[config.mk]
export PLATFORM = sky130hd
export DESIGN_NAME = serial_shift_neuron
export DESIGN_NICKNAME = d
export VERILOG_FILES = /design/src/rtl/neuron_pkg.sv /design/src/rtl/nrn_weight_rom.sv /design/src/rtl/nrn_shift_term.sv /design/src/rtl/nrn_sat_acc.sv /design/src/rtl/nrn_act_lut.sv /design/src/rtl/serial_shift_neuron.sv
export SDC_FILE = /design/constraint.sdc
export NUM_CORES = 1
export LEC_CHECK = 0
export BUFFER_PORTS_ARGS = -buffer_cell sky130_fd_sc_hd__buf_2
export CAP_MARGIN = 15
export CORE_ASPECT_RATIO = 1.75
export CORE_MARGIN = 1.5
export CORE_UTILIZATION = 50
export DETAILED_ROUTE_END_ITERATION = 7
export PLACE_DENSITY_LB_ADDON = 0.3
export SETUP_SLACK_MARGIN = 0.1
export SLEW_MARGIN = 25
export SYNTH_ARGS = -nofsm -noshare
export SYNTH_HDL_FRONTEND = slang
export SYNTH_SLANG_ARGS = --single-unit
[constraint.sdc]
create_clock -name clk -period 4.9 [get_ports clk]
set_input_delay 0.49 -clock clk [delete_from_list [all_inputs] [get_ports clk]]
set_output_delay 0.49 -clock clk [all_outputs]
set_load 0.1 [all_outputs]
[src/rtl/neuron_pkg.sv]
package neuron_pkg;

   typedef enum logic [1:0] {
      NS_IDLE   = 2'd0,
      NS_ACCUM  = 2'd1,
      NS_FINISH = 2'd2
   } nrn_state_e;

   localparam int NRN_OUT_W = 8;

endpackage

[src/rtl/nrn_weight_rom.sv]
module nrn_weight_rom #(
   parameter int N_CONN    = 5,
   parameter int SHIFT_MAX = 3,
   parameter int SH_W      = 2,
   parameter int CODE_W    = 4,
   parameter int IDX_W     = 3,
   parameter logic [N_CONN*CODE_W-1:0] WEIGHTS = '0
) (
   input  logic [IDX_W-1:0]  idx,
   output logic [CODE_W-1:0] code
);
   localparam int RI_W = (N_CONN > 1) ? $clog2(N_CONN) : 1;

   logic [CODE_W-1:0] tbl [N_CONN];

   for (genvar e = 0; e < N_CONN; e++) begin : g_entry
      assign tbl[e] = WEIGHTS[e*CODE_W +: CODE_W];
      initial begin
         if (int'(WEIGHTS[e*CODE_W +: SH_W]) > SHIFT_MAX)
            $fatal(1, "weight entry %0d shifts past SHIFT_MAX", e);
      end
   end

   always_comb begin
      if (idx < IDX_W'(N_CONN))
         code = tbl[idx[RI_W-1:0]];
      else
         code = '0;
   end

endmodule

[src/rtl/nrn_shift_term.sv]
module nrn_shift_term #(
   parameter int IN_W   = 8,
   parameter int SH_W   = 2,
   parameter int CODE_W = 4,
   parameter int PROD_W = 9,
   parameter int IMPL   = 0
) (
   input  logic [IN_W-1:0]          x,
   input  logic [CODE_W-1:0]        code,
   output logic signed [PROD_W-1:0] term
);
   logic              w_en;
   logic              w_neg;
   logic [SH_W-1:0]   w_sh;
   logic signed [IN_W-1:0]   shifted;
   logic signed [PROD_W-1:0] ext;

   assign w_en  = code[CODE_W-1];
   assign w_neg = code[CODE_W-2];
   assign w_sh  = code[SH_W-1:0];

   if (IMPL == 0) begin : g_barrel
      logic signed [IN_W-1:0] xs;
      assign xs      = $signed(x);
      assign shifted = xs >>> w_sh;
   end else begin : g_staged
      logic signed [IN_W-1:0] stg [SH_W+1];
      assign stg[0] = $signed(x);
      for (genvar s = 0; s < SH_W; s++) begin : g_stage
         assign stg[s+1] = w_sh[s] ? (stg[s] >>> (1 << s)) : stg[s];
      end
      assign shifted = stg[SH_W];
   end

   assign ext = PROD_W'(shifted);

   always_comb begin
      if (!w_en)
         term = '0;
      else if (w_neg)
         term = -ext;
      else
         term = ext;
   end

endmodule

[src/rtl/nrn_sat_acc.sv]
module nrn_sat_acc #(
   parameter int PROD_W = 9,
   parameter int ACC_W  = 12
) (
   input  logic                     clk,
   input  logic                     rst_n,
   input  logic                     load,
   input  logic [ACC_W-1:0]         bias,
   input  logic                     add_en,
   input  logic signed [PROD_W-1:0] term,
   output logic signed [ACC_W-1:0]  acc
);
   localparam logic signed [ACC_W-1:0] ACC_MAX = {1'b0, {(ACC_W-1){1'b1}}};
   localparam logic signed [ACC_W-1:0] ACC_MIN = {1'b1, {(ACC_W-1){1'b0}}};

   logic signed [ACC_W:0]   sum_w;
   logic signed [ACC_W-1:0] sum_sat;

   assign sum_w = (ACC_W+1)'(acc) + (ACC_W+1)'(term);

   always_comb begin
      if (sum_w[ACC_W] != sum_w[ACC_W-1])
         sum_sat = sum_w[ACC_W] ? ACC_MIN : ACC_MAX;
      else
         sum_sat = sum_w[ACC_W-1:0];
   end

   always_ff @(posedge clk) begin
      if (!rst_n)
         acc <= '0;
      else if (load)
         acc <= $signed(bias);
      else if (add_en)
         acc <= sum_sat;
   end

endmodule

[src/rtl/nrn_act_lut.sv]
module nrn_act_lut #(
   parameter int ACC_W  = 12,
   parameter int LUT_AW = 6,
   parameter int SLOPE  = 4,
   parameter int OUT_W  = 8
) (
   input  logic signed [ACC_W-1:0] acc,
   output logic [OUT_W-1:0]        act
);
   localparam int DEPTH = 1 << LUT_AW;
   localparam int LOW_W = ACC_W - LUT_AW;

   function automatic logic [OUT_W-1:0] entry_val(input int a);
      int s;
      int v;
      s = a - (1 << (LUT_AW-1));
      v = (1 << (OUT_W-1)) + SLOPE * s;
      if (v < 0) v = 0;
      if (v > (1 << OUT_W) - 1) v = (1 << OUT_W) - 1;
      return OUT_W'(v);
   endfunction

   logic [OUT_W-1:0]  tbl [DEPTH];
   logic [LUT_AW-1:0] addr;

   for (genvar a = 0; a < DEPTH; a++) begin : g_ent
      assign tbl[a] = entry_val(a);
   end

   assign addr = {~acc[ACC_W-1], acc[ACC_W-2 -: LUT_AW-1]};
   assign act  = tbl[addr];

   if (LOW_W > 0) begin : g_low
      logic unused_low;
      assign unused_low = ^acc[LOW_W-1:0];
   end

endmodule

[src/rtl/serial_shift_neuron.sv]
module serial_shift_neuron
   import neuron_pkg::*;
#(
   parameter int N_CONN     = 5,
   parameter int IN_W       = 8,
   parameter int SHIFT_MAX  = 3,
   parameter int LUT_AW     = 6,
   parameter int SLOPE      = 4,
   parameter int SHIFT_IMPL = 0,
   localparam int SH_W   = (SHIFT_MAX > 0) ? $clog2(SHIFT_MAX + 1) : 1,
   localparam int CODE_W = SH_W + 2,
   localparam int PROD_W = IN_W + 1,
   localparam int ACC_W  = PROD_W + $clog2(N_CONN),
   localparam int IDX_W  = $clog2(N_CONN + 1),
   parameter logic [N_CONN*CODE_W-1:0] WEIGHTS = 20'b0000_1110_1011_1100_1001
) (
   input  logic                 clk,
   input  logic                 rst_n,
   input  logic                 load,
   input  logic [ACC_W-1:0]     bias,
   input  logic                 in_valid,
   input  logic [IN_W-1:0]      in_data,
   output logic                 done,
   output logic [NRN_OUT_W-1:0] act_out
);
   initial begin
      if (N_CONN < 2)            $fatal(1, "N_CONN must be at least 2");
      if (IN_W < 2)              $fatal(1, "IN_W must be at least 2");
      if (SHIFT_MAX >= IN_W)     $fatal(1, "SHIFT_MAX must be below IN_W");
      if (LUT_AW < 2)            $fatal(1, "LUT_AW must be at least 2");
      if (LUT_AW > ACC_W)        $fatal(1, "LUT_AW exceeds accumulator width");
      if (SHIFT_IMPL > 1)        $fatal(1, "SHIFT_IMPL selects 0 or 1");
   end

   nrn_state_e               state;
   logic [IDX_W-1:0]         cnt;
   logic                     accum;
   logic                     accept;
   logic [CODE_W-1:0]        w_code;
   logic signed [PROD_W-1:0] term;
   logic signed [ACC_W-1:0]  acc;
   logic [NRN_OUT_W-1:0]     act_val;

   assign accum  = (state == NS_ACCUM);
   assign accept = accum && in_valid && !load;

   nrn_weight_rom #(
      .N_CONN(N_CONN), .SHIFT_MAX(SHIFT_MAX), .SH_W(SH_W),
      .CODE_W(CODE_W), .IDX_W(IDX_W), .WEIGHTS(WEIGHTS)
   ) i_rom (
      .idx (cnt),
      .code(w_code)
   );

   nrn_shift_term #(
      .IN_W(IN_W), .SH_W(SH_W), .CODE_W(CODE_W),
      .PROD_W(PROD_W), .IMPL(SHIFT_IMPL)
   ) i_term (
      .x   (in_data),
      .code(w_code),
      .term(term)
   );

   nrn_sat_acc #(
      .PROD_W(PROD_W), .ACC_W(ACC_W)
   ) i_acc (
      .clk   (clk),
      .rst_n (rst_n),
      .load  (load),
      .bias  (bias),
      .add_en(accept),
      .term  (term),
      .acc   (acc)
   );

   nrn_act_lut #(
      .ACC_W(ACC_W), .LUT_AW(LUT_AW), .SLOPE(SLOPE), .OUT_W(NRN_OUT_W)
   ) i_lut (
      .acc(acc),
      .act(act_val)
   );

   always_ff @(posedge clk) begin
      if (!rst_n) begin
         state   <= NS_IDLE;
         cnt     <= '0;
         done    <= 1'b0;
         act_out <= '0;
      end else begin
         done <= 1'b0;
         if (load) begin
            state <= NS_ACCUM;
            cnt   <= '0;
         end else begin
            unique case (state)
               NS_ACCUM: begin
                  if (accept) begin
                     cnt <= cnt + 1'b1;
                     if (cnt == IDX_W'(N_CONN - 1))
                        state <= NS_FINISH;
                  end
               end
               NS_FINISH: begin
                  done    <= 1'b1;
                  act_out <= act_val;
                  state   <= NS_IDLE;
               end
               default: state <= NS_IDLE;
            endcase
         end
      end
   end

endmodule

==> flow_summary.ini, run 1 <==
[clocking]
clk_latency_ns = 0.27
cts-root-buf = clkbuf_8
cts_tree = yes
ctsHoldBuffers = 0
h-tree-depth = 1
cts_inserted_buffers = 3
clock-sinks = 24
cts_buffer_depth = 2
cts.clk_slew.worst_paths_ns = 0.08

[sta]
fin_crit_sh = 0.906
setup_viol = 0
fmax_mhz = 225
layout_setup_ws_ns = 0.458
grt_setup_unrepaired = yes
finClkSkew_ns = 0.00619
fin_setup_tns_ns = 0
period_needed_ns = 4.44
drv_slew = 0
hold_viol = 0

[status]
status = finished, final reports clean

[synth]
synth_top_family_by_area = compound AO/OA/AOI/OAI gates
synth_largest_area_cell = dfxtp_1
synthMuxAreaShare = 0.0644
syn_area_per_cell_sq_um = 8.13
synth_warnings = 0
yosys.area.top_type_share = 0.200
synth_cell_types = 67
synth_compound_area_frac = 0.287
yosys.area_share.simple = 0.250
synth_edf_count = 0
ys_ff_latch = 24
ys_async_sr_fraction = 0
synth_top_flop_cell = dfxtp_1
netlist_area_sq_um = 2410
synthAdderAreaFrac = 0.0655
synth_xor_area_frac = 0.0437
synth_area_leaders = dfxtp_1, ha_1, xnor2_1, nor2_1, o21ai_0
synth_cells = 296
ys_seq_area_frac = 0.200

[setup_path]
worstPathMaxFanout = 8
critPathBufInv = 2
critPathMaxStageDelay_ns = 0.58
cp.arrival_ns = 4.59
cpMaxStageDelayCell = mux4_1
endpoint_kind = register
critPathLaunchType = register
path_class = register to register
cp_cell_sequence = or2_1 -> mux4_1 -> inv_1 -> ha_1 -> inv_1 -> a2111oi_4 -> o21ai_0 -> mux2i_1 -> a21oi_1 -> nor2_1 -> ha_1 -> o21ai_0 -> a22oi_1 -> nor4bb_2 -> nand4_1 -> and3_1 -> nor3_2 -> nor3_1
required_ns = 5.05
cp_top_family = simple AND/OR/NAND/NOR gates

[routing]
wl_met3_microns = 160
viasPerCell = 6.20
wl_microns = 6250
wl_met2_microns = 3400
dr.first_iter.drc_count = 60
vias = 2281
firstDrtPassIters = 4
highest_layer = met4
drc = 0
routedWlPerCell_microns = 17.0
wl_met1_microns = 2400
ant_nets = 0

[final_layout]
antennaDiodeCount = 0
fin_util = 0.557
final_common_cell = buf_2
layout_common_cells = buf_2, nor2_1, dfxtp_1
final_nets = 353
layout-drive-gt1-share = 0.196
area_delta_synth_final_pct = 7.90

[die]
dieWidth_microns = 55.5
io_pins = 33
dieHeight_microns = 94.8
num_rows = 33
core_area_sq_um = 4670
dieArea_sq_um = 5260
initial_core_util = 0.516

[global_routing]
grt_overflow = 0
gr-usage-all-layers = 0.252
grt_pass1_wl_microns = 10700
grt_max_degree = 22
antenna_found_initial = 0
grt_pass1_vias = 2330

[placement]
place.gp.congestion = 0.913
pre_cts_ws_ns = 0.429
io_buffers = 30
dp_hpwl_microns = 4970

[pwr]
vdd_ir_drop_max_mv = 0.195
powerDensity_nw_per_um2 = 213
leakage_nw = 1.11

[hold_path]
hold_path_class = primary input to register

[run]
cap_violations = 0
-- synthesized netlist by cell type, drive strengths merged, types with 2 or more instances --
master	count
nand2	17
and2	5
a32oi	3
nor2	26
o2111a	3
o211a	6
dfxtp	24
a22oi	2
nand3	4
or2b	2
a31oi	3
nor3b	5
xnor2	12
nor3	13
nor2b	10
buf	10
mux4	3
or3	8
a21oi	14
inv	19
mux2i	8
o21a	5
a2111oi	2
and3	5
or2	5
a311oi	2
clkbuf	11
o311a	2
a32o	2
ha	11
a211oi	7
o211ai	8
nand3b	2
nor4	3
o21ai	18
-- worst paths after layout --
check,from,to,slack [ns],cells past startpoint
max,cnt[2]$_SDFFE_PP0P_,i_acc.acc[4]$_SDFFE_PN0P_,0.46,18
min,bias[1],i_acc.acc[1]$_SDFFE_PN0P_,0.48,2
max reg2reg,cnt[2]$_SDFFE_PP0P_,i_acc.acc[4]$_SDFFE_PN0P_,0.46,18
min reg2reg,act_out[6]$_SDFFE_PN0P_,act_out[6]$_SDFFE_PN0P_,0.52,2
-- routing by layer --
metal  vias up  track usage
met5         -            0
li1       1132            -
met1      1076        0.256
met4         0        0.124
met3        20       0.0370
met2        53        0.489
-- stage by stage --
step | hold WS (ns) | instance area, sq um | cells | power, mW
3_3_place_gp | 0.491 | 2530 | 364 | 0.413
6_report | 0.482 | 2600 | 368 | 0.553
4_1_cts | 0.474 | 2590 | 368 | 0.552
5_1_grt | 0.489 | 2600 | 368 | 0.584
3_5_place_dp | 0.506 | 2530 | 364 | 0.416
2_1_floorplan | 0.509 | 2410 | 297 | 0.372
-- report_power, final --
part | internal (mW) | switching [mW] | total [mW]
combinational | 0.0819 | 0.116 | 0.198
sequential | 0.205 | 0.0131 | 0.218
clock | 0.0718 | 0.0661 | 0.138
-- what timing repair did --
item	in CTS	in global routing
gates resized for setup	0	2
setup endpoints to repair	0	5
buffers inserted	0	0
endpoints found under the hold margin	0	0
-- sequential cells by signal (all words and copies together) (netlist names) --
signal and cells:
done 1, state 2, cnt 3, act_out 6, i_acc.acc 12
-- cells by family (layout without fill, tap and decap cells) --
logic type,count (synthesis),in the layout
AND/OR/NAND/NOR,109,109
AO/OA/AOI/OAI,87,87
buffers and inverters,40,59
flip-flops,24,24
adder cells (fa/ha/maj),12,12
XOR/XNOR,12,12
multiplexers,11,11
other,1,2
-- final cells by class --
cell class / instances / area [sq um]
clock buffer: 4 / 55.1
fill: 457 / 2070
inverter: 19 / 71.3
multi-input combinational: 233 / 1730
sequential: 24 / 480
tap: 52 / 65.1
timing repair buffer: 36 / 195
Power figures use the tool's default switching activity.
==> run 2: changes to the inputs <==
--- a/config.mk
+++ b/config.mk
@@ -11,7 +11,7 @@
 export CORE_MARGIN = 1.5
 export CORE_UTILIZATION = 50
 export DETAILED_ROUTE_END_ITERATION = 7
-export PLACE_DENSITY_LB_ADDON = 0.3
+export PLACE_DENSITY = 0.71
 export SETUP_SLACK_MARGIN = 0.1
 export SLEW_MARGIN = 25
 export SYNTH_ARGS = -nofsm -noshare
==> constraint.sdc (replaced) <==
create_clock -name clk -period 4.9 [get_ports clk]
set_input_delay 0.49 -clock clk [delete_from_list [all_inputs] [get_ports clk]]
set_output_delay 0.49 -clock clk [all_outputs]
set_load 0.02 [all_outputs]
==> run 2 against run 1 <==
Global-route usage decreased by 0.99 points; hold slack about the same; fmax increased by 0.47%; non-clock buffer count unchanged; core utilization increased by 0.51 points; critical path type unchanged; via count decreased by 0.83%; cell count unchanged; setup slack improved by 0.021 ns; first-iteration DRC count increased by 10%.
==> flow_summary.ini, run 2 (synthesis gave the netlist of run 1 again) <==
[setup_path]
worstPathMaxFanout = 9
cp.arrival_ns = 4.59
required_ns = 5.07
endpoint_kind = register
cpMaxStageDelayCell = mux4_1
critPathMaxStageDelay_ns = 0.58
critPathLaunchType = register
path_class = register to register
cp_cell_sequence = or2_1 -> mux4_1 -> inv_1 -> ha_1 -> inv_1 -> a2111oi_4 -> o21ai_0 -> mux2i_1 -> a21oi_1 -> nor2_1 -> ha_1 -> nor3_1 -> nand2_1 -> o21a_1 -> and4_4 -> nor3_4 -> o211ai_1 -> a32o_1

[status]
status = finished, final reports clean

[routing]
routedWlPerCell_microns = 16.6
drc = 0
viasPerCell = 6.15
vias = 2262
ant_nets = 0
dr.first_iter.drc_count = 66
wl_microns = 6100
firstDrtPassIters = 4

[clocking]
cts.clk_slew.worst_paths_ns = 0.09
ctsHoldBuffers = 0
cts_tree = yes
clk_latency_ns = 0.27
cts_setup_buffers = 0
ctsResizeCount = 0
cts-root-buf = clkbuf_8
cts_buffer_depth = 2
clock-sinks = 24
cts_inserted_buffers = 3
h-tree-depth = 1

[global_routing]
antenna_found_initial = 0
grt_overflow = 0
grt_max_degree = 22
grt_pass1_wl_microns = 10400
grt_pass1_vias = 2208
gr-usage-all-layers = 0.242

[sta]
finClkSkew_ns = 0.00342
layout_setup_ws_ns = 0.479
fin_setup_tns_ns = 0
setup_viol = 0
drv_slew = 0
period_needed_ns = 4.42
hold_viol = 0
grt_setup_unrepaired = no
fmax_mhz = 226
fin_crit_sh = 0.902

[die]
dieArea_sq_um = 5260
core_area_sq_um = 4670
dieHeight_microns = 94.8
initial_core_util = 0.516
num_rows = 33
dieWidth_microns = 55.5
io_pins = 33

[placement]
dp_hpwl_microns = 4840
pre_cts_ws_ns = 0.443
place.gp.congestion = 0.907
io_buffers = 30

[final_layout]
top_regs = i_acc.acc: 12 flops, act_out: 6 flops, cnt: 3 flops
antennaDiodeCount = 0
layout-drive-gt1-share = 0.199
final_nets = 353
largest_register_ffs = 12
fillers = 455
final_common_cell = buf_2
area_delta_synth_final_pct = 8.89
regMostFlops = i_acc.acc
layout_common_cells = buf_2, nor2_1, dfxtp_1

[pwr]
vdd_ir_drop_max_mv = 0.188
powerDensity_nw_per_um2 = 225
leakage_nw = 1.12

[run]
cap_violations = 0

[hold_path]
hold_path_class = primary input to register
==> run 2: cell types whose count changed in the layout (fill, tap and decap cells not counted), sizes merged <==
cell,delta
clkbuf,-1
bufinv,+1
==> run 2: per-layer routing <==
layer / global-route usage / vias up / wire, microns
met5: 0 / - / 0
met4: 0.106 / 0 / 216
met3: 0.0137 / 17 / 209
met2: 0.482 / 71 / 3370
met1: 0.254 / 1050 / 2310
li1: - / 1124 / -
==> run 2: cell type report <==
class	instances	area, sq um	share of cell area
multi-input combinational	233	1740	0.663
sequential	24	480	0.183
timing repair buffer	36	195	0.0745
inverter	19	71.3	0.0272
tap	52	65.1	0.0248
clock buffer	3	41.3	0.0158
clock inverter	1	30.0	0.0115
==> run 2: where the power goes <==
group          switching, mW  leakage, nW  total (mW)  internal (mW)
Clock                 0.0690       0.0357       0.178          0.109
Sequential            0.0131        0.197       0.218          0.205
Combinational          0.110        0.884       0.193         0.0826
==> run 2: per-stage QoR <==
step	util	std cells	instance area (sq um)	total power, mW	hold WS (ns)
2_1_floorplan	-	297	2410	0.366	0.509
3_3_place_gp	0.543	364	2530	0.408	0.492
3_5_place_dp	0.543	364	2530	0.409	0.503
4_1_cts	0.558	368	2600	0.585	0.486
5_1_grt	0.562	368	2620	0.615	0.483
6_report	0.562	368	2620	0.589	0.482
==> run 2: worst max-delay path, delay by kind of cell, from the launching register on <==
family / cells / cell delay [ns]
AO/OA/AOI/OAI: 6 / 1.35
adder cells (fa/ha/maj): 2 / 0.40
buffers and inverters: 2 / 0.16
flip-flops: 1 / 0.46
multiplexers: 2 / 0.74
AND/OR/NAND/NOR: 6 / 1.22
==> run 2: path summary, 6_finish.rpt <==
check,startpoint,end,slack (ns),depth (start not counted)
min,bias[0],i_acc.acc[0]$_SDFFE_PN0P_,0.48,3
max,cnt[2]$_SDFFE_PP0P_,i_acc.acc[1]$_SDFFE_PN0P_,0.48,18
min reg2reg,act_out[2]$_SDFFE_PN0P_,act_out[2]$_SDFFE_PN0P_,0.52,2
max reg2reg,cnt[2]$_SDFFE_PP0P_,i_acc.acc[1]$_SDFFE_PN0P_,0.48,18
==> run 3: changes to the inputs <==
--- a/config.mk
+++ b/config.mk
@@ -7,11 +7,13 @@
 export LEC_CHECK = 0
 export BUFFER_PORTS_ARGS = -buffer_cell sky130_fd_sc_hd__buf_2
 export CAP_MARGIN = 15
+export CELL_PAD_IN_SITES_DETAIL_PLACEMENT = 0
+export CELL_PAD_IN_SITES_GLOBAL_PLACEMENT = 1
 export CORE_ASPECT_RATIO = 1.75
 export CORE_MARGIN = 1.5
-export CORE_UTILIZATION = 50
+export CORE_UTILIZATION = 43
 export DETAILED_ROUTE_END_ITERATION = 7
-export PLACE_DENSITY = 0.71
+export PLACE_DENSITY_LB_ADDON = 0.1
 export SETUP_SLACK_MARGIN = 0.1
 export SLEW_MARGIN = 25
 export SYNTH_ARGS = -nofsm -noshare
==> run 3 against run 2 <==
Critical path depth stayed put; largest power group unchanged; critical endpoint unchanged; via count is 1.9% higher; sequential share of layout area is 0.066 points lower; cell area is 0.62% higher; highest routed layer unchanged; fmax is 1.2% higher; core utilization is 6.8 points lower; setup slack better by 0.054 ns; hold slack worse by 0.019 ns; cell count is 5.7% higher; clock skew is 0.0029 ns higher.
==> flow_summary.ini, run 3 (synthesis gave the netlist of run 1 again) <==
[final_layout]
design_area_sq_um = 2640
final_common_cell = buf_2
final_nets = 352
antennaDiodeCount = 0
area_delta_synth_final_pct = 9.56
regMostFlops = i_acc.acc
layout_common_cells = buf_2, nor2_1, dfxtp_1
fin_util = 0.494
fillers = 556
largest_register_ffs = 12
top_regs = i_acc.acc: 12 flops, act_out: 6 flops, cnt: 3 flops
layout.cells.non_filler = 389
layout-drive-gt1-share = 0.200

[die]
dieWidth_microns = 59.6
num_rows = 35
core_area_sq_um = 5340
initial_core_util = 0.451
dieHeight_microns = 102
io_pins = 33
dieArea_sq_um = 6070

[setup_path]
reg2reg_slack_ns = 0.53
cp.arrival_ns = 4.55
path_class = register to register
r2r_cells = 18
worstPathMaxFanout = 10
critPathLaunchType = register
critPathMaxStageDelay_ns = 0.58
cp_cell_sequence = or2_1 -> mux4_1 -> inv_1 -> ha_1 -> inv_1 -> a2111oi_4 -> o21ai_0 -> mux2i_1 -> a21oi_1 -> nor2_1 -> ha_1 -> nor3_1 -> nand2_1 -> o21a_1 -> and4_4 -> nor3_4 -> o211ai_1 -> a32o_1
endpoint_kind = register
reg2reg_to = i_acc.acc[1]$_SDFFE_PN0P_
required_ns = 5.08
r2r-start = cnt[2]$_SDFFE_PP0P_
cpMaxStageDelayCell = mux4_1

[pwr]
powerDensity_nw_per_um2 = 225
vdd_ir_drop_max_mv = 0.105
leakage_nw = 1.11

[hold_path]
min_to = i_acc.acc[1]$_SDFFE_PN0P_
worstHoldStart = bias[1]
min_path_cells = 2
hold_path_class = primary input to register

[clocking]
cts_inserted_buffers = 3
clk_latency_ns = 0.28
clock-sinks = 24
h-tree-depth = 1
cts-root-buf = clkbuf_8
cts_tree = yes
cts.clk_slew.worst_paths_ns = 0.10
cts_setup_buffers = 0
cts_buffer_depth = 2

[sta]
hold_ws_ns = 0.464
grt_setup_unrepaired = no
drv_slew = 0
relSlewSlack = 0.668
period_needed_ns = 4.37
fin_crit_sh = 0.891
finClkSkew_ns = 0.00629
hold_viol = 0
fmax_mhz = 229
fin_setup_tns_ns = 0
setup_viol = 0
worstMarginPinSlew_ns = 0.492

[global_routing]
antenna_found_initial = 0
grt_pass1_wl_microns = 10700
gr-usage-all-layers = 0.229
grt_overflow = 0
grt_max_degree = 22
grt_pass1_vias = 2248

[routing]
drc = 0
routedWlPerCell_microns = 17.1
firstDrtPassIters = 4
vias = 2305
wl_microns = 6640
viasPerCell = 5.93
ant_nets = 0
dr.first_iter.drc_count = 93

[placement]
dp_hpwl_microns = 5260
post_dp_cell_area_sq_um = 2550
io_buffers = 30
place.gp.congestion = 0.900
dp.cells = 385

[status]
status = finished, final reports clean

[run]
cap_violations = 0
[run 3: cell count changes in the layout (fill, tap and decap cells not counted)]
| cell | change |
|---|---|
| buf_4 | -1 |
| dfxtp_1 | -1 |
| dfxtp_2 | +1 |
| nand2b_1 | -1 |
| nand2b_2 | +1 |
| o41ai_1 | +1 |
| o41ai_2 | -1 |
[run 3: timing repair]
item	in CTS	in global routing
hold buffers	0	0
endpoints found under the setup margin	0	10
gates resized for setup	0	4
[run 3: power breakdown]
group          switching [mW]  internal (mW)  total (mW)  leakage [nW]
clock                  0.0718          0.109       0.181        0.0357
combinational           0.112         0.0821       0.194         0.876
sequential             0.0135          0.205       0.218         0.197
total                   0.197          0.396       0.593          1.11
[run 3: layout make-up]
cell class | instances | area (sq um) | share of cell area
Clock buffer | 3 | 41.3 | 0.0157
Timing Repair Buffer | 35 | 188 | 0.0712
Tap cell | 74 | 92.6 | 0.0351
Inverter | 19 | 71.3 | 0.0270
Sequential cell | 24 | 482 | 0.183
Multi-Input combinational cell | 233 | 1730 | 0.657
Clock inverter | 1 | 30.0 | 0.0114
[run 3: how the worst max path moves through the flow]
stage / from / to / slack [ns] / cells past startpoint
after CTS: cnt[2]$_SDFFE_PP0P_ / i_acc.acc[4]$_SDFFE_PN0P_ / 0.32 / 18
after floorplan: cnt[0]$_SDFFE_PP0P_ / i_acc.acc[10]$_SDFFE_PN0P_ / 0.82 / 20
after global routing: cnt[2]$_SDFFE_PP0P_ / i_acc.acc[2]$_SDFFE_PN0P_ / 0.19 / 18
after global placement: cnt[2]$_SDFFE_PP0P_ / i_acc.acc[4]$_SDFFE_PN0P_ / 0.41 / 18
final: cnt[2]$_SDFFE_PP0P_ / i_acc.acc[1]$_SDFFE_PN0P_ / 0.53 / 18
after detailed placement: cnt[2]$_SDFFE_PP0P_ / i_acc.acc[4]$_SDFFE_PN0P_ / 0.36 / 18
[run 3: worst max-delay path: cells and delay by family (launching register included)]
| kind | cells | cell delay [ns] |
|---|---|---|
| muxes | 2 | 0.73 |
| buffers and inverters | 2 | 0.16 |
| adders and majority gates | 2 | 0.40 |
| DFF | 1 | 0.42 |
| AOI/OAI and AO/OA | 6 | 1.38 |
| and+or+nand+nor | 6 | 1.18 |
[run 3: per-stage QoR]
step	total power [mW]	setup slack, ns
2_1_floorplan	0.366	0.816
3_3_place_gp	0.412	0.407
3_5_place_dp	0.411	0.356
4_1_cts	0.594	0.317
5_1_grt	0.626	0.193
6_report	0.593	0.533
[run 3: routing by layer]
metal	global-route usage	vias up	routed length (microns)
li1	-	1122	-
met1	0.241	1095	2480
met2	0.450	67	3720
met3	0.0165	21	169
met4	0.0872	0	265
met5	0	-	0
